$ cat src/rtl/acc_alu_pkg.sv
package acc_alu_pkg;

  // Operation field encodings
  localparam logic [2:0] OP_SUB = 3'b010;
  localparam logic [2:0] OP_SBC = 3'b011;
  localparam logic [2:0] OP_AND = 3'b100;
  localparam logic [2:0] OP_OR  = 3'b110;

  // Flag byte bit positions
  localparam int FL_C  = 0;
  localparam int FL_N  = 1;
  localparam int FL_PV = 2;
  localparam int FL_X3 = 3;
  localparam int FL_H  = 4;
  localparam int FL_X5 = 5;
  localparam int FL_Z  = 6;
  localparam int FL_S  = 7;

  function automatic logic op_is_sub(input logic [2:0] op);
    return (op == OP_SUB) || (op == OP_SBC);
  endfunction

  function automatic logic op_is_logic(input logic [2:0] op);
    return (op == OP_AND) || (op == OP_OR);
  endfunction

endpackage

$ cat src/rtl/acc_alu_sub.sv
// Borrow-chain subtractor split into low part, middle part and sign bit,
// so half-borrow, full borrow and overflow come from one chain.
module acc_alu_sub #(
  parameter int W = 8
) (
  input  logic [W-1:0] a,
  input  logic [W-1:0] b,
  input  logic         bin,
  output logic [W-1:0] diff,
  output logic         half_bw,
  output logic         full_bw,
  output logic         ovf
);
  localparam int LO  = W / 2;
  localparam int MID = W - 1 - LO;

  logic [LO:0]  lo_d;
  logic [MID:0] mid_d;
  logic [1:0]   top_d;

  always_comb begin
    lo_d  = {1'b0, a[LO-1:0]} - {1'b0, b[LO-1:0]} - {{LO{1'b0}}, bin};
    mid_d = {1'b0, a[W-2:LO]} - {1'b0, b[W-2:LO]} - {{MID{1'b0}}, lo_d[LO]};
    top_d = {1'b0, a[W-1]} - {1'b0, b[W-1]} - {1'b0, mid_d[MID]};
  end

  assign diff    = {top_d[0], mid_d[MID-1:0], lo_d[LO-1:0]};
  assign half_bw = lo_d[LO];
  assign full_bw = top_d[1];
  // Borrow into the sign bit differs from borrow out of it: signed overflow
  assign ovf     = mid_d[MID] ^ top_d[1];

endmodule

$ cat src/rtl/acc_alu_logic.sv
module acc_alu_logic #(
  parameter int W = 8
) (
  input  logic [W-1:0] a,
  input  logic [W-1:0] b,
  input  logic         sel_or,
  output logic [W-1:0] res,
  output logic         even_par
);
  assign res      = sel_or ? (a | b) : (a & b);
  assign even_par = ~^res;
endmodule

$ cat src/rtl/acc_alu_flags.sv
// Selects the result and assembles the next flag byte.
module acc_alu_flags
  import acc_alu_pkg::*;
#(
  parameter int W = 8
) (
  input  logic [2:0]   op,
  input  logic [W-1:0] acc,
  input  logic [W-1:0] sub_res,
  input  logic         half_bw,
  input  logic         full_bw,
  input  logic         ovf,
  input  logic [W-1:0] log_res,
  input  logic         even_par,
  input  logic [7:0]   flags_prev,
  output logic [W-1:0] res_nxt,
  output logic [7:0]   flags_nxt
);
  always_comb begin
    res_nxt   = acc;
    flags_nxt = flags_prev;
    if (op_is_sub(op)) begin
      res_nxt          = sub_res;
      flags_nxt[FL_H]  = half_bw;
      flags_nxt[FL_PV] = ovf;
      flags_nxt[FL_N]  = 1'b1;
      flags_nxt[FL_C]  = full_bw;
    end else if (op_is_logic(op)) begin
      res_nxt          = log_res;
      flags_nxt[FL_H]  = (op == OP_AND);
      flags_nxt[FL_PV] = even_par;
      flags_nxt[FL_N]  = 1'b0;
      flags_nxt[FL_C]  = 1'b0;
    end
    if (op_is_sub(op) || op_is_logic(op)) begin
      flags_nxt[FL_S] = res_nxt[W-1];
      flags_nxt[FL_Z] = (res_nxt == '0);
    end
  end
endmodule

$ cat src/rtl/acc_alu.sv
module acc_alu
  import acc_alu_pkg::*;
#(
  parameter int W = 8
) (
  input  logic         clk,
  input  logic         rst,
  input  logic [2:0]   op_code,
  input  logic [W-1:0] acc_in,
  input  logic [W-1:0] opnd_in,
  input  logic [7:0]   flags_in,
  output logic [W-1:0] result_o,
  output logic [7:0]   flags_o
);
  logic [W-1:0] sub_res, log_res, res_nxt;
  logic         half_bw, full_bw, ovf, even_par, bin;
  logic [7:0]   flags_nxt;

  // Plain subtract ignores the carry flag
  assign bin = (op_code == OP_SBC) ? flags_in[FL_C] : 1'b0;

  acc_alu_sub #(.W(W)) u_sub (
    .a(acc_in), .b(opnd_in), .bin(bin),
    .diff(sub_res), .half_bw(half_bw), .full_bw(full_bw), .ovf(ovf)
  );

  acc_alu_logic #(.W(W)) u_logic (
    .a(acc_in), .b(opnd_in), .sel_or(op_code == OP_OR),
    .res(log_res), .even_par(even_par)
  );

  acc_alu_flags #(.W(W)) u_flags (
    .op(op_code), .acc(acc_in), .sub_res(sub_res), .half_bw(half_bw),
    .full_bw(full_bw), .ovf(ovf), .log_res(log_res), .even_par(even_par),
    .flags_prev(flags_in), .res_nxt(res_nxt), .flags_nxt(flags_nxt)
  );

  always_ff @(posedge clk) begin
    if (rst) begin
      result_o <= '0;
      flags_o  <= '0;
    end else begin
      result_o <= res_nxt;
      flags_o  <= flags_nxt;
    end
  end

  // reset clears both output registers
  a_r12_reset_clear: assert property (@(posedge clk)
    rst |=> (result_o == '0 && flags_o == 8'h00));

  // subtraction marks N
  a_r6_sub_sets_n: assert property (@(posedge clk) disable iff (rst)
    op_is_sub(op_code) |=> flags_o[FL_N]);

  // AND forces H and clears N, C
  a_r8_and_flags: assert property (@(posedge clk) disable iff (rst)
    (op_code == OP_AND) |=> (flags_o[FL_H] && !flags_o[FL_N] && !flags_o[FL_C]));

  // OR clears H, N, C
  a_r9_or_flags: assert property (@(posedge clk) disable iff (rst)
    (op_code == OP_OR) |=> (!flags_o[FL_H] && !flags_o[FL_N] && !flags_o[FL_C]));

  // Z and S track the registered result
  a_r4_sign_zero: assert property (@(posedge clk) disable iff (rst)
    (op_is_sub(op_code) || op_is_logic(op_code)) |=>
      (flags_o[FL_Z] == (result_o == '0) && flags_o[FL_S] == result_o[W-1]));

  // spare flag bits pass through
  a_r10_spare_bits: assert property (@(posedge clk) disable iff (rst)
    1'b1 |=> (flags_o[FL_X5] == $past(flags_in[FL_X5]) &&
              flags_o[FL_X3] == $past(flags_in[FL_X3])));

  // other codes leave accumulator and flags unchanged
  a_r11_pass_through: assert property (@(posedge clk) disable iff (rst)
    !(op_is_sub(op_code) || op_is_logic(op_code)) |=>
      (result_o == $past(acc_in) && flags_o == $past(flags_in)));

  // a borrow can only occur when acc is not above the operand
  a_r6_borrow_bound: assert property (@(posedge clk) disable iff (rst)
    (op_code == OP_SUB && acc_in >= opnd_in) |=> !flags_o[FL_C]);

endmodule

$ cat config.mk
export PLATFORM = sky130hd
export DESIGN_NAME = acc_alu
export DESIGN_NICKNAME = d
export VERILOG_FILES = /design/src/rtl/acc_alu_pkg.sv /design/src/rtl/acc_alu_sub.sv /design/src/rtl/acc_alu_logic.sv /design/src/rtl/acc_alu_flags.sv /design/src/rtl/acc_alu.sv
export SDC_FILE = /design/constraint.sdc
export NUM_CORES = 1
export LEC_CHECK = 0
export BUFFER_PORTS_ARGS = -buffer_cell sky130_fd_sc_hd__buf_4
export CAP_MARGIN = 0
export CORE_MARGIN = 2
export CORE_UTILIZATION = 52
export DETAILED_ROUTE_END_ITERATION = 8
export PLACE_DENSITY = 0.88
export SYNTH_ARGS = -nofsm -noshare
export SYNTH_HDL_FRONTEND = slang
export SYNTH_SLANG_ARGS = --single-unit
$ cat constraint.sdc
create_clock -name clk -period 4.9 [get_ports clk]
set_input_delay 0.245 -clock clk [delete_from_list [all_inputs] [get_ports clk]]
set_output_delay 0.245 -clock clk [all_outputs]
set_load 0.005 [all_outputs]
Yosys cells after proc, flatten, opt, wreduce, memory -nomap -nowiden
Cells that the tools add are included.
- register bits after elaboration: 16
- input port bits: 29
- output and inout port bits: 16
- equality and inequality tests: 4
- reduce and logical (&&, ||, !) cells: 5
- muxes and demuxes: 9
- add/sub/neg operators: 6
- bitwise gates (word level): 3
- operators with widths (kind ; count):
    two-way mux 8 bit ; 3
    AND 8 bit ; 1
    logical NOT 8 bit ; 1
    OR 8 bit ; 1
    XNOR reduction 8 bit ; 1
    == test 3 x 2 -> 1 bit (second input constant) ; 2
    == test 3 bit (second input constant) ; 2
    two-way mux 3 bit ; 2
    subtractor 4 x 4 -> 5 bit ; 1
    subtractor 5 x 1 -> 5 bit ; 1
    subtractor 3 x 3 -> 4 bit ; 1
    subtractor 4 x 1 -> 4 bit ; 1
    logical OR 1 bit ; 3
    two-way mux 1 bit ; 3
    two-way mux 2 bit ; 1
    subtractor 1 x 1 -> 2 bit ; 1
    subtractor 2 x 1 -> 2 bit ; 1
    bitwise XOR 1 bit ; 1

Depth between registers and ports, before layout
- depth in word-level cells: 8
- mapped depth: 21
- mapped depth without buffers: 20

Cells and area by module
A second synthesis with hierarchy kept.
- cell total of the unflattened synthesis: 173
- area, all modules: 1572.8 um^2
- by module, submodules not included (module ; area each (um^2) ; seq. area each (um^2) ; instances ; cells an instance):
    acc_alu ; 483.0 ; 320.3 ; 1 ; 35
    acc_alu_flags ; 446.7 ; 0.0 ; 1 ; 60
    acc_alu_sub ; 416.6 ; 0.0 ; 1 ; 48
    acc_alu_logic ; 226.5 ; 0.0 ; 1 ; 30

Worst setup path before layout
No wires, ideal clock.
- path kind: input to register
- start: in op_code[1]
- end: reg flags_o[6]
- data arrival time: 3619 ps
- setup slack: 1147 ps
- path buffers: 1
- setup time: 134 ps
- stages on the path: 21
- cells stage by stage: nor2b_1 buf_2 nand3_1 fa_1 inv_1 fa_1 nand2b_1 a21oi_1 xnor2_1 fa_1 inv_1 ha_1 o21ai_0 nand2_1 xnor2_1 fa_1 nand2_1 o21ai_0 and3_1 nand4_1 a21oi_1
- longest elaborated chain between the ends: 8
- elaborated cells on any way between the ends: 16
- ends and longest elaborated chain (element ; RTL line ; text):
    start: declaration ; acc_alu.sv:8 ; input logic [2:0] op_code,
    == test 3 x 2 -> 1 bit ; acc_alu_pkg.sv:20, acc_alu.sv:20 ;
    two-way mux 1 bit ; acc_alu.sv:20 ; assign bin = (op_code == OP_SBC) ? flags_in[FL_C] : 1'b0;
    subtractor 5 x 1 -> 5 bit ; acc_alu_sub.sv:22 ; lo_d = {1'b0, a[LO-1:0]} - {1'b0, b[LO-1:0]} - {{LO{1'b0}}, bin};
    subtractor 4 x 1 -> 4 bit ; acc_alu_sub.sv:23 ; mid_d = {1'b0, a[W-2:LO]} - {1'b0, b[W-2:LO]} - {{MID{1'b0}}, lo_d[LO]};
    subtractor 2 x 1 -> 2 bit ; acc_alu_sub.sv:24 ; top_d = {1'b0, a[W-1]} - {1'b0, b[W-1]} - {1'b0, mid_d[MID]};
    two-way mux 8 bit ; acc_alu_flags.sv:22 ; if (op_is_sub(op)) begin
    logical NOT 8 bit ; acc_alu_flags.sv:37 ; flags_nxt[FL_Z] = (res_nxt == '0);
    two-way mux 2 bit * ; acc_alu_flags.sv:35 ; if (op_is_sub(op) || op_is_logic(op)) begin
    end signal: assignment ; acc_alu.sv:44 ; flags_o <= flags_nxt;
    end: declaration ; acc_alu.sv:13 ; output logic [7:0] flags_o
Mark *: on every way between the ends. The rest lies on a longest branch, timed or not.
A chain may end at the register's enable or synchronous reset.

Final worst setup path
Ends and elaborated chain as after synthesis.

==> summary.txt <==
antenna-violating nets left: 0
Slew @ Worst Pin: 0.535 ns
post-CTS setup repair buffer count: 0
Post-Syn Area: 1510 sq um
Final nets: 277
achievable frequency: 262 MHz
Yosys Warn Count: 0
Most common cell on crit path: fa_1
Seq/Total Area, Yosys: 21.2%
final setup fails: 0
DR WL/cell: 13.6 um
Crit path required time: 5.09 ns
Initial Utilization: 54.7%
slowest stage cell on the critical path: fa_1
Port-buffer cells: 44
CTS Hold Bufs: 0
EDFF count, synth: 0
capturing element type of the critical path: flip-flop
area grow syn2layout: 24.9%
Row Count: 19
Post-DP HPWL: 2.88 mm
FF+latch count, synth: 16
post-synth net total: 234
Slew Limit Headroom: 64.4%
max_cap viols: 0
grt ovf: 0
DRT Wirelength: 3.50 mm
Die Area: 3350 sq um
Max Fanout on Critical Path: 12
Final Critical Period: 3.81 ns
Pins Over Slew Limit: 0
Finished Cell Area: 1880 sq um
Synth Instances: 184
share of layout cells above drive strength 1: 23.5%
TritonRoute pass-1 iters: 4
H-tree depth: 1
Peak supply drop: 0.000191 V
CTS Buf Count: 3
TritonCTS clock tree: yes
fillers: 246
DRT iter0 DRCs: 47
Die Ht: 57.9 um
Finished Layout Cells: 257
gpl congestion: 0.920
clock-pin slew on the worst setup and hold paths: 0.09 ns
Remaining DRCs: 0
cts repair resizes: 0
Root Buffer: clkbuf_4
RSZ-0062 raised after global routing: no
leakage: 0.917 nW
Pwr per Cell Area: 216 nW/um^2
asr flop ratio synth: 0%
core box area: 2760 sq um
placed cell area: 1850 sq um
Min-Delay Path Class: input pin to flip-flop
Die Wd: 57.9 um
crit-path cells: buf_4 > nor2b_1 > nand3_1 > fa_1 > inv_1 > fa_1 > nand2b_1 > a21oi_1 > xnor2_1 > fa_1 > ha_1 > o21ai_0 > nand2_1 > xnor2_1 > fa_1 > nand2_1 > o21ai_0 > and3_1 > nand4_1 > a21oi_1
clock sinks: 16
GRT Total Usage: 22.1%
total negative slack: 0 ns
ANT cells: 0
Worst path max stage delay: 0.49 ns
Clock Tree Buf Depth: 2
worst hold path depth: 2
unique cell type count in the Yosys netlist: 41
Worst EP arrival: 4.00 ns
Final Hold Viols: 0
vias per cell: 5.64
largest net degree at the start of global routing: 19
initial antenna violation count: 0
critical path class: input pin to flip-flop
critical path startpoint category: input pin
vias in the first global route: 1343
Post-synth top flop: dfxtp_1
run status: finished, final reports clean
final period utilization: 77.8%
vias: 1450
# IOs: 45
Final Power: 0.406 mW
placed cell count: 253
global-route wire length before repair: 5.69 mm
mean area per synthesized cell: 8.20 sq um
==> final timing paths <==
check | start | to | slack [ns]
setup / recovery | op_code[1] | flags_o[6] | 1.09
hold / removal | flags_in[3] | flags_o[3] | 0.16
==> cell families after synthesis <==
logic type,after synthesis,share of synthesized area (%)
simple gates,56,19.4
compound gates,44,20.2
buf+inv,27,7.46
fa+ha+maj,22,20.6
xor+xnor,17,9.87
flops,16,21.2
mux,2,1.33
==> registers in the layout (all words and copies together) (netlist names) <==
| name | flops |
|---|---|
| flags_o | 8 |
| result_o | 8 |
==> area by class of cell <==
type / instances / area (sq um) / share of cell area (%)
multi-input combinational: 141 / 1080 / 57.1
timing repair buffer: 45 / 338 / 17.9
sequential: 16 / 320 / 17.0
inverter: 20 / 75.1 / 3.98
tap: 31 / 38.8 / 2.06
clock buffer: 4 / 36.3 / 1.93
==> Yosys cell counts, types with 2 or more instances <==
master / n / area, sq um
nor2_1: 24 / 90.1
inv_1: 20 / 75.1
dfxtp_1: 16 / 320
ha_1: 16 / 200
o21ai_0: 10 / 50.1
xor2_1: 9 / 78.8
a21oi_1: 8 / 40.0
nand2_1: 8 / 30.0
xnor2_1: 8 / 70.1
nor2b_1: 7 / 43.8
a221oi_1: 6 / 52.6
fa_1: 5 / 100
a211oi_1: 4 / 30.0
a22oi_1: 3 / 22.5
buf_2: 3 / 15.0
clkbuf_1: 3 / 11.3
nand2b_1: 3 / 18.8
nor3_1: 3 / 15.0
o22ai_1: 3 / 18.8
and3_1: 2 / 12.5
mux2i_1: 2 / 20.0
nand4_1: 2 / 12.5
==> critical path, delay by kind of cell <==
kind,cells,cell delay [ns]
AND/OR/NAND/NOR,7,0.83
buffers and inverters,2,0.24
XOR/XNOR,2,0.44
AO/OA/AOI/OAI,4,0.51
adder cells (fa/ha/maj),5,1.74
==> stage by stage <==
stage / worst slack, ns / hold WS, ns / utilization, %
4_1_cts: 1.11 / 0.163 / 68.3
3_5_place_dp: 0.793 / 0.466 / 67.0
5_1_grt: 0.812 / 0.168 / 68.3
2_1_floorplan: 1.15 / 0.373 / -
6_report: 1.09 / 0.161 / 68.3
3_3_place_gp: 0.992 / 0.460 / 67.0
==> placed cells by master (no fill, tap or decap), types with 2 or more instances in the layout <==
cell type and instances:
xor2_1 9, clkbuf_4 3, a22oi_1 3, nor3_1 3
a21oi_1 8, nor2b_1 7, inv_1 20, dfxtp_1 16
o21ai_0 10, nand4_1 2, nor2_1 24, xnor2_1 8
and3_1 2, nand2b_1 3, a221oi_1 6, o22ai_1 3
nand2_1 8, a211oi_1 4, fa_1 5, buf_4 45
ha_1 16, mux2i_1 2
==> layer usage <==
metal	share of wire, %	GRT usage [%]	vias to the layer above	routed length, um
met4	2.5	11.6	0	88
met2	49	36.5	61	1730
met5	0	0	-	0
met1	41	27.3	658	1420
li1	-	-	722	-
met3	7.6	4.02	9	266
==> power by group <==
group | total, mW | switching, mW | internal (mW)
combinational | 0.177 | 0.0913 | 0.0854
clock | 0.0856 | 0.0402 | 0.0454
sequential | 0.144 | 0.00265 | 0.141
No activity file was read; power rests on OpenSTA's default activity.
